**src/rtl/chord_pkg.sv**
```systemverilog
package chord_pkg;

    // Classification of a sampled line pattern
    typedef enum logic [1:0] {
        PAT_REJECT = 2'd0,
        PAT_SINGLE = 2'd1,
        PAT_PAIR   = 2'd2
    } pat_e;

    // Saturating count of asserted column lines
    typedef enum logic [1:0] {
        CNT_ZERO = 2'd0,
        CNT_ONE  = 2'd1,
        CNT_TWO  = 2'd2,
        CNT_MANY = 2'd3
    } cnt_e;

endpackage

```
**src/rtl/chord_row_scan.sv**
```systemverilog
module chord_row_scan #(
    parameter int ROWS = 4,
    localparam int RW  = $clog2(ROWS)
) (
    input  logic [ROWS-1:0] row_n,
    output logic            row_one,
    output logic [RW-1:0]   row_idx
);

    logic [ROWS-1:0] row_act;

    // Active-low lines flipped to active-high, one per row
    for (genvar g = 0; g < ROWS; g++) begin : g_row_inv
        assign row_act[g] = ~row_n[g];
    end

    logic seen_d;
    logic multi_d;
    logic [RW-1:0] idx_d;

    always_comb begin
        seen_d  = 1'b0;
        multi_d = 1'b0;
        idx_d   = '0;
        for (int r = 0; r < ROWS; r++) begin
            if (row_act[r]) begin
                if (seen_d) begin
                    multi_d = 1'b1;
                end
                seen_d = 1'b1;
                idx_d  = RW'(r);
            end
        end
    end

    assign row_one = seen_d & ~multi_d;
    assign row_idx = row_one ? idx_d : '0;

endmodule

```
**src/rtl/chord_col_scan.sv**
```systemverilog
module chord_col_scan
    import chord_pkg::*;
#(
    parameter int COLS = 4,
    localparam int CLW = $clog2(COLS)
) (
    input  logic [COLS-1:0] col_n,
    output cnt_e            col_cnt,
    output logic [CLW-1:0]  col_lo,
    output logic [CLW-1:0]  col_hi
);

    logic [COLS-1:0] col_act;

    for (genvar g = 0; g < COLS; g++) begin : g_col_inv
        assign col_act[g] = ~col_n[g];
    end

    logic [1:0]     cnt_d;
    logic [CLW-1:0] lo_d;
    logic [CLW-1:0] hi_d;

    // Saturating population count
    always_comb begin
        cnt_d = 2'd0;
        for (int j = 0; j < COLS; j++) begin
            if (col_act[j] && (cnt_d != 2'd3)) begin
                cnt_d = cnt_d + 2'd1;
            end
        end
    end

    // Lowest asserted index: scan downward, last hit wins
    always_comb begin
        lo_d = '0;
        for (int j = COLS - 1; j >= 0; j--) begin
            if (col_act[j]) begin
                lo_d = CLW'(j);
            end
        end
    end

    // Highest asserted index: scan upward, last hit wins
    always_comb begin
        hi_d = '0;
        for (int j = 0; j < COLS; j++) begin
            if (col_act[j]) begin
                hi_d = CLW'(j);
            end
        end
    end

    assign col_cnt = cnt_e'(cnt_d);
    assign col_lo  = lo_d;
    assign col_hi  = hi_d;

endmodule

```
**src/rtl/chord_pair_pack.sv**
```systemverilog
module chord_pair_pack
    import chord_pkg::*;
#(
    parameter int ROWS = 4,
    parameter int COLS = 4,
    localparam int RW  = $clog2(ROWS),
    localparam int CLW = $clog2(COLS),
    localparam int CW  = $clog2(ROWS * COLS)
) (
    input  logic           row_one,
    input  logic [RW-1:0]  row_idx,
    input  cnt_e           col_cnt,
    input  logic [CLW-1:0] col_lo,
    input  logic [CLW-1:0] col_hi,
    output pat_e           pat,
    output logic [CW-1:0]  key_lo,
    output logic [CW-1:0]  key_hi
);

    localparam logic [CW-1:0] STRIDE = CW'(COLS);

    logic [CW-1:0] base;

    assign base = CW'(row_idx) * STRIDE;

    always_comb begin
        pat    = PAT_REJECT;
        key_lo = '0;
        key_hi = '0;
        if (row_one) begin
            unique case (col_cnt)
                CNT_ONE: begin
                    pat    = PAT_SINGLE;
                    key_lo = base + CW'(col_lo);
                end
                CNT_TWO: begin
                    pat    = PAT_PAIR;
                    key_lo = base + CW'(col_lo);
                    key_hi = base + CW'(col_hi);
                end
                default: begin
                    pat = PAT_REJECT;
                end
            endcase
        end
    end

endmodule

```
**src/rtl/chord_pair_decoder.sv**
```systemverilog
module chord_pair_decoder
    import chord_pkg::*;
#(
    parameter int ROWS = 4,
    parameter int COLS = 4,
    localparam int RW  = $clog2(ROWS),
    localparam int CLW = $clog2(COLS),
    localparam int CW  = $clog2(ROWS * COLS)
) (
    input  logic            clk,
    input  logic            rst_n,
    input  logic [ROWS-1:0] row_n,
    input  logic [COLS-1:0] col_n,
    output logic            valid_a,
    output logic [CW-1:0]   code_a,
    output logic            valid_b,
    output logic [CW-1:0]   code_b
);

    typedef struct packed {
        logic          va;
        logic [CW-1:0] ca;
        logic          vb;
        logic [CW-1:0] cb;
    } slot_t;

    logic           row_one;
    logic [RW-1:0]  row_idx;
    cnt_e           col_cnt;
    logic [CLW-1:0] col_lo;
    logic [CLW-1:0] col_hi;
    pat_e           pat;
    logic [CW-1:0]  key_lo;
    logic [CW-1:0]  key_hi;

    chord_row_scan #(.ROWS(ROWS)) u_rows (
        .row_n  (row_n),
        .row_one(row_one),
        .row_idx(row_idx)
    );

    chord_col_scan #(.COLS(COLS)) u_cols (
        .col_n  (col_n),
        .col_cnt(col_cnt),
        .col_lo (col_lo),
        .col_hi (col_hi)
    );

    chord_pair_pack #(.ROWS(ROWS), .COLS(COLS)) u_pack (
        .row_one(row_one),
        .row_idx(row_idx),
        .col_cnt(col_cnt),
        .col_lo (col_lo),
        .col_hi (col_hi),
        .pat    (pat),
        .key_lo (key_lo),
        .key_hi (key_hi)
    );

    slot_t slot_d;
    slot_t slot_q;

    always_comb begin
        slot_d = '0;
        unique case (pat)
            PAT_SINGLE: begin
                slot_d.va = 1'b1;
                slot_d.ca = key_lo;
            end
            PAT_PAIR: begin
                slot_d.va = 1'b1;
                slot_d.ca = key_lo;
                slot_d.vb = 1'b1;
                slot_d.cb = key_hi;
            end
            default: begin
                slot_d = '0;
            end
        endcase
    end

    always_ff @(posedge clk) begin
        if (!rst_n) begin
            slot_q <= '0;
        end else begin
            slot_q <= slot_d;
        end
    end

    assign valid_a = slot_q.va;
    assign code_a  = slot_q.ca;
    assign valid_b = slot_q.vb;
    assign code_b  = slot_q.cb;

endmodule

```
**config.mk**
```make
export PLATFORM = sky130hd
export DESIGN_NAME = chord_pair_decoder
export DESIGN_NICKNAME = d
export VERILOG_FILES = /design/src/rtl/chord_pkg.sv /design/src/rtl/chord_row_scan.sv /design/src/rtl/chord_col_scan.sv /design/src/rtl/chord_pair_pack.sv /design/src/rtl/chord_pair_decoder.sv
export SDC_FILE = /design/constraint.sdc
export NUM_CORES = 1
export LEC_CHECK = 0
export ABC_AREA = 1
export CAP_MARGIN = 20
export CELL_PAD_IN_SITES_DETAIL_PLACEMENT = 0
export CELL_PAD_IN_SITES_GLOBAL_PLACEMENT = 1
export CORE_MARGIN = 2
export CORE_UTILIZATION = 32
export DETAILED_ROUTE_END_ITERATION = 8
export PLACE_DENSITY = 0.93
export SETUP_SLACK_MARGIN = 0.4
export SLEW_MARGIN = 20
export SYNTH_ARGS = -nofsm -noshare
export SYNTH_HDL_FRONTEND = slang
export SYNTH_HIERARCHICAL = 1
export SYNTH_SLANG_ARGS = --single-unit
export TNS_END_PERCENT = 30
```
**constraint.sdc**
```tcl
create_clock -name clk -period 4.2 [get_ports clk]
set_input_delay 0.63 -clock clk [delete_from_list [all_inputs] [get_ports clk]]
set_output_delay 0.63 -clock clk [all_outputs]
set_load 0.1 [all_outputs]
```
# After elaboration in Yosys (flattened, before gate mapping)
# Index checks and enable logic that the tools add are counted.
# W data, S select, Z words.
dict set report totals {
  output_inout_bits 10
  in_bits 10
  ff_bits 10
  elab_cells 60
}
dict set report classes {
  reduce_logical 7
  mux 32
  bitwise_logic 5
  n_eq_ne 7
  addsub 5
}
# operator count
set op_table {}
lappend op_table {{$mux W2} 13}
lappend op_table {{$mux W4} 4}
lappend op_table {{$mux W1} 12}
lappend op_table {{$mux W5} 2}
lappend op_table {{$add A4 B2 Y4} 2}
lappend op_table {{$reduce_and A4 Y1} 2}
lappend op_table {{$add A2 B1 Y2 const B} 3}
lappend op_table {{$ne A2 B2 Y1 const B} 3}
lappend op_table {{$eq A2 B1 Y1 const B} 2}
lappend op_table {{$eq A2 B2 Y1 const B} 2}
lappend op_table {{$not A1 Y1} 4}
lappend op_table {{$pmux W2 S2} 1}
lappend op_table {{$reduce_or A2 Y1} 2}
lappend op_table {{$logic_and A1 B1 Y1} 3}
lappend op_table {{$and A1 B1 Y1} 1}

# Depth between registers and ports, before layout
# Gate-level depths: netlist (run 1).
dict set report depth {
  ltp_word 16
  depth_mapped 19
  mapped_depth_nobuf 19
}

# Cells and area by module
# The synthesis (run 1) kept the hierarchy.
# mod n_inst area_each_um2 seq_area_each_um2 cells_each
set by_module_without_submodules {}
lappend by_module_without_submodules {chord_pair_decoder 1 295.3 200.2 33}
lappend by_module_without_submodules {chord_col_scan 1 167.7 0.0 32}
lappend by_module_without_submodules {chord_pair_pack 1 107.6 0.0 24}
lappend by_module_without_submodules {chord_row_scan 1 62.6 0.0 14}

# Least setup slack after synthesis (run 1)
# OpenSTA, ideal clock, no wires.
dict set report synth_timing {
  path_type {input to register}
  from {input col_n[0]}
  to {register slot_q (netlist bit code_a[0])}
  path_slack_ns 1.560
  setup_ns 0.116
  arrival_time_ns 2.524
  path_stages 17
  t_required_ns 4.084
  n_path_buf 0
  path_cell_list {inv_1 > ha_1 > nand2_1 > nand3_2 > and2_1 > ha_1 > nor2_2 > nand3_1 > nand2_1 > inv_1 > ha_1 > nand2_1 > inv_1 > ha_1 > inv_1 > nand2_1 > nor2_1}
}
dict set report synth_between {
  elab_chain_len 16
  word_cells_on_any_way 24
  cone_classes {add/sub: 4; eq/ne: 7; mux: 7; reduce/logical: 6}
}
# item line_no
set synth_lines {}
lappend synth_lines {{start, declared} chord_pair_decoder.sv:13} ;# input logic [COLS-1:0] col_n,
lappend synth_lines {{$mux W1 *} chord_col_scan.sv:27} ;# if (col_act[j] && (cnt_d != 2'd3)) begin
lappend synth_lines {{branches (longest 2 deep; another with $add A2 B1 Y2)} -}
lappend synth_lines {{$mux W2 *} chord_col_scan.sv:27}
lappend synth_lines {{branches (longest 2 deep; another with $add A2 B1 Y2)} -}
lappend synth_lines {{$mux W2 *} chord_col_scan.sv:27}
lappend synth_lines {{branches (longest 2 deep; another with $add A2 B1 Y2)} -}
lappend synth_lines {{$mux W2 *} chord_col_scan.sv:27}
lappend synth_lines {{net col_cnt[0]} chord_pair_decoder.sv:29} ;# cnt_e col_cnt;
lappend synth_lines {{$eq A2 B2 Y1 or $eq A2 B1 Y1 (tied branches)} chord_pair_pack.sv:31} ;# unique case (col_cnt)
lappend synth_lines {{$pmux W2 S2 *} chord_pair_pack.sv:31}
lappend synth_lines {{$mux W2 *} chord_pair_pack.sv:30} ;# if (row_one) begin
lappend synth_lines {{net pat[1]} chord_pair_decoder.sv:32} ;# pat_e pat;
lappend synth_lines {{$eq A2 B2 Y1 or $eq A2 B1 Y1 (tied branches)} chord_pair_decoder.sv:65} ;# unique case (pat)
lappend synth_lines {{$reduce_or A2 Y1 (no source line) *} -}
lappend synth_lines {{$reduce_and A4 Y1 (no source line) *} -}
lappend synth_lines {{end signal, assigned} chord_pair_decoder.sv:86} ;# slot_q <= slot_d;
lappend synth_lines {{end, declared} chord_pair_decoder.sv:61} ;# slot_t slot_q;
# Mark *: on every way through the listed nets, which the timed path passes.
# A chain may end at the register's enable or synchronous reset.

# Worst setup path in the final report (run 1)
dict set report layout_timing {
  from {input col_n[1]}
  to {register slot_q (netlist bit code_a[3])}
}
dict set report layout_between {
  elab_chain_len 15
  word_cells_on_any_way 23
  cone_classes {add/sub: 3; eq/ne: 6; mux: 7; bitwise: 1; reduce/logical: 6}
}
# item line_no
set layout_lines {}
lappend layout_lines {{$not A1 Y1 *} chord_col_scan.sv:16} ;# assign col_act[g] = ~col_n[g];
lappend layout_lines {{$logic_and A1 B1 Y1 *} chord_col_scan.sv:27}
lappend layout_lines {{$mux W2 *} chord_col_scan.sv:27}
lappend layout_lines {{branches (longest 2 deep; another with $add A2 B1 Y2)} -}
lappend layout_lines {{$mux W2 *} chord_col_scan.sv:27}
lappend layout_lines {{branches (longest 2 deep; another with $add A2 B1 Y2)} -}
lappend layout_lines {{$mux W2 *} chord_col_scan.sv:27}
lappend layout_lines {{net col_cnt[0]} chord_pair_decoder.sv:29}
lappend layout_lines {{$eq A2 B2 Y1 or $eq A2 B1 Y1 (tied branches)} chord_pair_pack.sv:31}
lappend layout_lines {{$pmux W2 S2 *} chord_pair_pack.sv:31}
lappend layout_lines {{$mux W2 *} chord_pair_pack.sv:30}
lappend layout_lines {{net pat[1]} chord_pair_decoder.sv:32}
lappend layout_lines {{$eq A2 B2 Y1 or $eq A2 B1 Y1 (tied branches)} chord_pair_decoder.sv:65}
lappend layout_lines {{$reduce_or A2 Y1 (no source line) *} -}
lappend layout_lines {{$reduce_and A4 Y1 (no source line) *} -}
# Marks and branches as above.

==> results of run 1 <==
## area by class of cell
type / count / share of cell area
multi-input cells: 60 / 0.351
inverters: 33 / 0.141
flip-flops and latches: 10 / 0.228
clock buffers: 3 / 0.0256
well taps: 27 / 0.0384
repair buffers: 19 / 0.216
## registers in the layout, summed over array words and instances, names as in the netlist
register  flops
code_a        4
code_b        4
valid_b       1
valid_a       1
## through the flow
step / setup slack, ps / power, W
after floorplan: 1560 / 0.000142
after global placement: 855 / 0.000159
after detailed placement: 811 / 0.000161
after CTS: 1070 / 0.000221
after global routing: 860 / 0.000234
final: 1090 / 0.000218
## path summary, 6_finish.rpt
| check | start | end | slack (ps) | cells past startpoint |
|---|---|---|---|---|
| max | col_n[1] | code_a[3] | 1090 | 18 |
| min | rst_n | code_b[3] | 1050 | 3 |
## power by group through the flow
| stage | Combinational, W | Clock (W) | Sequential (W) |
|---|---|---|---|
| finish | 0.0000620 | 0.0000598 | 0.0000964 |
| global route | 0.0000715 | 0.0000657 | 0.0000964 |
| CTS | 0.0000629 | 0.0000622 | 0.0000964 |
| detailed placement | 0.0000625 | 0 | 0.0000984 |
| global placement | 0.0000609 | 0 | 0.0000984 |
| floorplan | 0.0000342 | 0 | 0.000108 |
## kinds of logic (layout without fill, tap and decap cells)
group	after synthesis	after routing	synth area share
and+or+nand+nor	50	50	0.328
buffers and inverters	33	55	0.196
DFF	10	10	0.316
adders and majority gates	6	6	0.119
AOI/OAI and AO/OA	4	4	0.0415
## placed cells by master, fill, tap and decap left out, drive strengths merged
cell type	synthesis	layout
inv	33	33
nor2	23	23
nand2	20	20
clkdlybuf4s50	0	19
dfxtp	10	10
ha	6	6
nand3	6	6
clkbuf	0	3
o21ai	2	2
and2	1	1
a21boi	1	1
a21oi	1	1
## metal layers
metal / GRT usage / vias up / part of all wire
met5: 0 / - / 0
met4: 0.0857 / 0 / 0.029
met3: 0.0185 / 3 / 0.047
met2: 0.197 / 18 / 0.50
met1: 0.105 / 240 / 0.42
li1: - / 337 / -
==> out/results.tsv, run 1 <==
metric	value	unit
critPathArrivalTime	3260	ps
grt_max_degree	6	
antenna_found_initial	0	
cp.required	4350	ps
yosysWarnings	6	
cts_max_level	1	
worst_hold_path_type	input port to flop	
ant_nets	0	
final_nets	143	
syn-num-nets	119	
critPathKind	input port to flop	
timing.final.crit_share	0.741	
initial_utilization	0.329	
clock-sinks	10	
rsz0062_at_grt	no	
fp-row-count	16	
cp_slowest_cell	clkdlybuf4s50_1	
crit_chain	clkdlybuf4s50_1 -> inv_1 -> ha_1 -> nand2_1 -> nand3_2 -> and2_1 -> ha_1 -> nor2_2 -> nand3_1 -> nand2_1 -> inv_1 -> ha_1 -> nand2_1 -> inv_1 -> ha_1 -> inv_1 -> nand2_1 -> nor2_1	
core	1920	sq um
num_vias	598	
layout-drive-gt1-share	0.0640	
synth_ff_type	dfxtp_1	
crit_path_start_kind	input port	
p_sw	0.0000652	W
pwr-share-comb	0.284	
cap_violations	0	
area_growth_syn_to_layout	38.9	%
peakVddDrop	0.0000919	V
ys_seq_elements	10	
yosysTopAreaCell	dfxtp_1	
drtIter0Drc	7	
p_clk_frac	0.274	
synthTopCellsByCount	inv_1 (32), nor2_1 (21), nand2_1 (20)	
placed_cell_area	857	sq um
n_fill_cell	223	
critPathMaxFanout	5	
maxSlewViolCount	0	
fin_tns_setup	0	ps
pwr-share-seq	0.442	
tightest_slew	974	ps
insertedDiodeCount	0	
fin_cells	152	
grt_pass1_wl	1.93	mm
track_usage	0.107	
max_freq	0.321	GHz
dr.pass1.iters	3	
crit_path_end_kind	flop	
synth.area.top_cells	dfxtp_1 (32%), inv_1 (19%), nor2_1 (12%)	
postCtsSetupBuffers	0	
via_per_inst	3.93	
place_congestion	0.730	
dp.final_hpwl	945	um
die_area	2350	sq um
wl	1.06	mm
slowest_delay	510	ps
synth_area	633	sq um
routedWlPerCell	6.97	um
syn_inst	103	
cts_root_buf	clkbuf_4	
cts_resized	0	
die_y	48.5	um
relSlewSlack	0.349	
placed_cells	149	
synth_top_area_frac	0.316	
io_pins	20	
multi_input_area	309	sq um
ctsHoldBuffers	0	
synthDistinctLibCells	13	
finalSetupViolations	0	
ctsLongestPathBuffers	2	
cts_tree	done	
layout_min_cycle_time	3110	ps
p_int	0.000153	W
powerDensity	248	nW/um^2
die_x	48.5	um
hold_violations	0	
cts_made_buffers	3	
async_flop_share	0	
crit_family	adder cells	
finalInstanceArea	880	sq um
avgSynthCellArea	6.15	sq um
drc_errors	0	
status	complete, no violations	
power_switching_share	0.299	
overflow	0	
portBuffers	19	
hold_slack	1050	ps
p_leak	0.452	nW
regArea	200	sq um
ys_seq_area_frac	0.316	
synth.most_common_cell	inv_1	
crit_buf_inv	5	
grt_pass1_vias	538	
fin_util	0.458	
clkTransAtPathRegs	50	ps
synth-edff-count	0	
Power figures use the tool's default switching activity.
==> inputs of run 2 (changes only) <==
--- a/config.mk
+++ b/config.mk
@@ -10,9 +10,9 @@
 export CELL_PAD_IN_SITES_DETAIL_PLACEMENT = 0
 export CELL_PAD_IN_SITES_GLOBAL_PLACEMENT = 1
 export CORE_MARGIN = 2
-export CORE_UTILIZATION = 32
+export CORE_UTILIZATION = 29
 export DETAILED_ROUTE_END_ITERATION = 8
-export PLACE_DENSITY = 0.93
+export PLACE_DENSITY = 0.86
 export SETUP_SLACK_MARGIN = 0.4
 export SLEW_MARGIN = 20
 export SYNTH_ARGS = -nofsm -noshare
==> constraint.sdc (replaced) <==
create_clock -name clk -period 3 [get_ports clk]
set_input_delay 0.45 -clock clk [delete_from_list [all_inputs] [get_ports clk]]
set_output_delay 0.45 -clock clk [all_outputs]
set_load 0.1 [all_outputs]
==> run 2 against run 1 <==
  * Sequential power increased by 40%
  * Final area grew 9.1%
  * Core utilization grew 2.2 points
  * Clock power grew 91%
  * Wire length increased by 4.9%
  * Sequential cell count is the same
  * Worst hold slack got worse by 370 ps
  * Die area increased by 9.5%
  * First-iteration DRC count shrank 14%
  * Largest cell class unchanged
==> out/results.tsv, run 2 (synthesis gave the netlist of run 1 again) <==
metric	value	unit	change
clkTransAtPathRegs	60	ps	about the same
core	2000	sq um	+4.2%
mostFrequentLayoutCells	inv_1 (28), nand2_1 (18), nor2_1 (18), buf_4 (18), dfxtp_1 (10)		
area_growth_syn_to_layout	51.6	%	
crit_chain	dlygate4sd2_1 -> inv_2 -> ha_4 -> nand2_2 -> nand3_2 -> and2_1 -> ha_1 -> nor2_2 -> nand3_1 -> nand2_1 -> inv_1 -> ha_1 -> nand2_1 -> inv_1 -> ha_1 -> inv_2 -> nand2_4 -> inv_1		
final_common_cell	inv_1		
p_int	0.000250	W	+63%
overflow	0		unchanged
status	complete, no violations		
hold_violations	0		unchanged
hp-start	col_n[2]		
num_vias	633		+5.9%
cap_violations	0		unchanged
cp_slowest_cell	ha_1		
setup_ws	596	ps	-490 ps
cp.required	3150	ps	-1200 ps
p_leak	0.532	nW	+18%
grt_max_degree	7		+1
critPathMaxFanout	5		unchanged
layout_min_cycle_time	2400	ps	
finalInstanceArea	960	sq um	+9.1%
peakVddDrop	0.000154	V	+68%
regArea	200	sq um	unchanged
final_nets	151		+5.6%
drtIter0Drc	6		-1
antenna_found_initial	0		unchanged
whs_path_depth	6		+3
drc_errors	0		unchanged
maxSlewViolCount	0		unchanged
cts_tree	done		
tightest_slew	279	ps	-694 ps
crit_path_start_kind	input port		
via_per_inst	3.93		about the same
p_sw	0.0000997	W	+53%
slowest_delay	280	ps	-230 ps
pwr-share-seq	0.386		-0.056
multi_input_area	339	sq um	+9.7%
place_worst_setup_slack	-78.5	ps	-890 ps
pwr-share-comb	0.288		+0.004
power_switching_share	0.285		-0.0137
ctsLongestPathBuffers	2		unchanged
track_usage	0.101		-0.00647
insertedDiodeCount	0		unchanged
n_fill_cell	208		-6.7%
die_y	50.7	um	+4.6%
ant_nets	0		unchanged
critPathArrivalTime	2560	ps	-700 ps
die_x	50.7	um	+4.6%
timing.final.crit_share	0.801		
critPathKind	input port to flop		
dp.final_hpwl	974	um	+3.1%
hold_slack	676	ps	-372 ps
fp-row-count	16		unchanged
cts_made_buffers	3		unchanged
cts_max_level	1		unchanged
io_pins	20		unchanged
cts_root_buf	clkbuf_4		
portBuffers	19		unchanged
die_area	2570	sq um	+9.5%
powerDensity	364	nW/um^2	+47%
place_congestion	0.753		+3.2%
placed_cell_area	870	sq um	+1.5%
hold_path_end	code_b[1]		
p_clk_frac	0.325		+0.051
relSlewSlack	0.815		+0.466
worst_hold_path_type	input port to flop		
layout-drive-gt1-share	0.276		+0.212
clock-sinks	10		unchanged
rsz0062_at_grt	no		
wl	1.11	mm	+4.9%
routedWlPerCell	6.90	um	-0.95%
grt_pass1_wl	2.01	mm	+3.9%
crit_path_end_kind	flop		
finalSetupViolations	0		unchanged
max_freq	0.416	GHz	
dr.pass1.iters	3		unchanged
initial_utilization	0.316		-0.0132
grt_pass1_vias	569		+5.8%
-- run 2: cell types whose count changed in the layout (fill, tap and decap cells not counted), sizes merged --
cell | previous run | this run
buf | 0 | 18
clkbuf | 3 | 4
clkdlybuf4s15 | 0 | 1
dlygate4sd2 | 0 | 1
clkdlybuf4s50 | 19 | 6
dlymetal6s2s | 0 | 1
-- run 2: worst max-delay path, delay by kind of cell --
| kind | cells | cell delay (ps) |
|---|---|---|
| AND/OR/NAND/NOR | 8 | 760 |
| adder cells (fa/ha/maj) | 4 | 850 |
| buffers and inverters | 6 | 510 |
-- run 2: how the worst max path moves through the flow --
stage	startpoint	to	cells past startpoint
finish	col_n[1]	valid_a	18
floorplan	col_n[0]	code_a[0]	17
detailed placement	col_n[1]	valid_a	20
global route	col_n[1]	code_a[1]	20
global placement	col_n[1]	code_a[2]	20
CTS	col_n[2]	code_a[0]	18
-- run 2: power by group through the flow --
| stage | combinational (W) | sequential [W] | clock, W |
|---|---|---|---|
| 2_1_floorplan | 0.0000479 | 0.000151 | 0 |
| 3_5_place_dp | 0.0000929 | 0.000138 | 0 |
| 6_report | 0.000101 | 0.000135 | 0.000114 |
| 5_1_grt | 0.000115 | 0.000135 | 0.000125 |
| 4_1_cts | 0.0000955 | 0.000135 | 0.000118 |
| 3_3_place_gp | 0.0000905 | 0.000138 | 0 |
-- run 2: routing by layer --
metal  track usage  wire length, um  vias up
li1              -                -      354
met1         0.106              484      260
met2         0.186              552       17
met3        0.0179               58        2
met4        0.0541               16        0
met5             0                0        -
-- run 2: repair_timing --
| item | 4_1_cts | 5_1_grt |
|---|---|---|
| endpoints found under the setup margin | 10 | 5 |
| hold buffers | 0 | 0 |
| pin swaps | 1 | 2 |
| resized for setup | 6 | 9 |
| setup buffers | 0 | 3 |
| hold endpoints to repair | 0 | 0 |
-- run 2: layout make-up --
| type | count | share of cell area |
|---|---|---|
| clock buffer | 4 | 0.0378 |
| inverter | 33 | 0.129 |
| multi-input combinational | 60 | 0.353 |
| sequential | 10 | 0.209 |
| tap | 27 | 0.0352 |
| timing repair buffer | 27 | 0.236 |
-- run 2: metrics by stage --
stage | setup TNS [ps] | total power [W] | cells | utilization
after detailed placement | -357 | 0.000231 | 154 | 0.434
after floorplan | 0 | 0.000198 | 103 | -
after CTS | 0 | 0.000348 | 158 | 0.459
after global routing | 0 | 0.000375 | 161 | 0.479
final | 0 | 0.000350 | 161 | 0.479
after global placement | -162 | 0.000228 | 154 | 0.434
==> inputs of run 3 (changes only) <==
--- a/config.mk
+++ b/config.mk
@@ -10,9 +10,9 @@
 export CELL_PAD_IN_SITES_DETAIL_PLACEMENT = 0
 export CELL_PAD_IN_SITES_GLOBAL_PLACEMENT = 1
 export CORE_MARGIN = 2
-export CORE_UTILIZATION = 29
+export CORE_UTILIZATION = 26
 export DETAILED_ROUTE_END_ITERATION = 8
-export PLACE_DENSITY = 0.86
+export PLACE_DENSITY = 0.82
 export SETUP_SLACK_MARGIN = 0.4
 export SLEW_MARGIN = 20
 export SYNTH_ARGS = -nofsm -noshare
==> constraint.sdc (replaced) <==
create_clock -name clk -period 2.02 [get_ports clk]
set_input_delay 0.303 -clock clk [delete_from_list [all_inputs] [get_ports clk]]
set_output_delay 0.303 -clock clk [all_outputs]
set_load 0.1 [all_outputs]
==> run 3 against run 2 <==
  * The flow now finishes with violations (setup timing)
  * Die area is 11% higher
  * Critical path depth is 1 higher
  * Worst hold slack worse by 170 ps
  * Final area is 16% higher
  * Clock-buffer cell count stayed put
  * First-iteration DRC count is 17% higher
  * Global-route usage is 1.5 points higher
  * Critical endpoint is now code_a[2]
  * Largest power group is now combinational cells
  * Highest routed layer unchanged
==> out/results.tsv, run 3 (synthesis gave the netlist of run 1 again) <==
metric	value	unit	change
critPathMaxFanout	5		unchanged
place_congestion	0.746		-0.93%
cts_root_buf	clkbuf_4		
setup_ws	-58.3	ps	-655 ps
via_per_inst	4.10		+4.2%
final_nets	152		+0.66%
routedWlPerCell	8.52	um	+23%
num_vias	668		+5.5%
clock-sinks	10		unchanged
ctsLongestPathBuffers	2		unchanged
overflow	0		unchanged
max_freq	0.481	GHz	
portBuffers	19		unchanged
critPathKind	input port to flop		
pwr-share-seq	0.344		-0.042
layout_min_cycle_time	2080	ps	
cts_made_buffers	3		unchanged
layout-drive-gt1-share	0.489		+0.213
cts_tree	done		
fp-row-count	17		+1
power_switching_share	0.316		+0.0309
critical_path.endpoint	code_a[2]		
hold_slack	509	ps	-166 ps
crit_path_start_kind	input port		
die_area	2850	sq um	+11%
violations	setup timing		
fin_cells	163		+1.2%
placed_cells	156		+1.3%
die_y	53.3	um	+5.2%
grt_pass1_vias	621		+9.1%
io_pins	20		unchanged
core	2250	sq um	+13%
p_int	0.000398	W	+59%
powerDensity	522	nW/um^2	+43%
hold_violations	0		unchanged
rsz0062_at_grt	yes		
p_clk_frac	0.290		-0.035
pwr-share-comb	0.366		+0.078
initial_utilization	0.281		-0.0355
finalSetupViolations	5		+5
maxSlewViolCount	0		unchanged
critPathArrivalTime	2230	ps	-330 ps
grt_max_degree	7		unchanged
crit_path_end_kind	flop		
dr.pass1.iters	3		unchanged
drtIter0Drc	7		+1
worst_hold_path_type	input port to flop		
tightest_slew	282	ps	+3.03 ps
antenna_found_initial	0		unchanged
cp.required	2170	ps	-980 ps
dp.final_hpwl	1.07	mm	+10%
cap_violations	0		unchanged
wl	1.39	mm	+25%
clkTransAtPathRegs	60	ps	about the same
grt_pass1_wl	2.35	mm	+17%
insertedDiodeCount	0		unchanged
p_sw	0.000184	W	+85%
peakVddDrop	0.000280	V	+82%
timing.final.crit_share	1.03		
drc_errors	0		unchanged
track_usage	0.115		+0.0148
mostFrequentLayoutCells	inv_1 (22), buf_4 (17), nor2_1 (13)		
crit_start	col_n[0]		
p_leak	0.550	nW	+3.2%
relSlewSlack	0.813		-0.00200
cts_max_level	1		unchanged
status	finished with violations		
die_x	53.3	um	+5.2%
area_growth_syn_to_layout	76.1	%	
final_common_cell	inv_1		
ant_nets	0		unchanged
-- run 3: cell types whose count changed in the layout (fill, tap and decap cells not counted), moves of 4 or more --
cell and delta:
inv_1 -6, nand2_1 -6, ha_1 -5, nor2_1 -5, ha_4 +4
-- run 3: how the worst min path moves through the flow --
| stage | start | to | slack, ps | cells after the start |
|---|---|---|---|---|
| after floorplan | rst_n | valid_a | 430 | 2 |
| after global placement | code_b[2] | code_b[2] | 800 | 1 |
| after detailed placement | code_a[2] | code_a[2] | 800 | 1 |
| after CTS | col_n[1] | code_b[0] | 470 | 6 |
| after global routing | col_n[1] | code_b[0] | 550 | 6 |
| final | col_n[1] | code_b[0] | 510 | 6 |
-- run 3: per-stage QoR --
step / cell area, sq um / utilization / setup TNS, ps / total power, W / setup WS (ps)
6_report: 1110 / 0.494 / -243 / 0.000582 / -58.3
4_1_cts: 1050 / 0.467 / -382 / 0.000566 / -89.1
3_3_place_gp: 918 / 0.407 / -7530 / 0.000354 / -811
5_1_grt: 1110 / 0.494 / -1090 / 0.000616 / -138
2_1_floorplan: 673 / - / -308 / 0.000304 / -66.8
3_5_place_dp: 918 / 0.407 / -7930 / 0.000357 / -857
-- run 3: what timing repair did --
action,in CTS,in global routing
setup endpoints to repair,10,10
pin swaps,16,8
hold buffers,0,0
resized for setup,33,17
buffers inserted,2,1
-- run 3: final cells by class --
type                    instances  area (sq um)
inverters                      33           141
repair buffers                 28           235
flip-flops and latches         10           200
multi-input cells              60           467
fillers                       232          1140
clock buffers                   4          36.3
well taps                      28          35.0
-- run 3: critical path, stage by stage --
cell     delay [ps]
buf_6            90
buf_6           120
inv_12           40
ha_4            190
nand2_2          50
nand3_2          60
and2_4          150
ha_4            160
nor2_4          110
nand3_2         100
nand2_4         110
inv_4            40
ha_4            150
nand2_4          60
inv_2            40
ha_4            250
inv_2            40
nand2_4         100
nor2_1           40
-- run 3: routing by layer --
metal | share of wire | global-route usage | vias to the layer above | routed length [um]
met2 | 0.60 | 0.245 | 15 | 832
met4 | 0.011 | 0.0641 | 0 | 15
met1 | 0.34 | 0.102 | 292 | 466
met5 | 0 | 0 | - | 0
met3 | 0.054 | 0.00847 | 2 | 75
li1 | - | - | 359 | -
-- run 3: power by group through the flow --
stage / clock network [W] / registers [W] / logic (W)
after floorplan: 0 / 0.000224 / 0.0000805
after global placement: 0 / 0.000205 / 0.000149
after detailed placement: 0 / 0.000205 / 0.000152
final: 0.000169 / 0.000200 / 0.000213
after CTS: 0.000174 / 0.000200 / 0.000192
after global routing: 0.000179 / 0.000200 / 0.000237
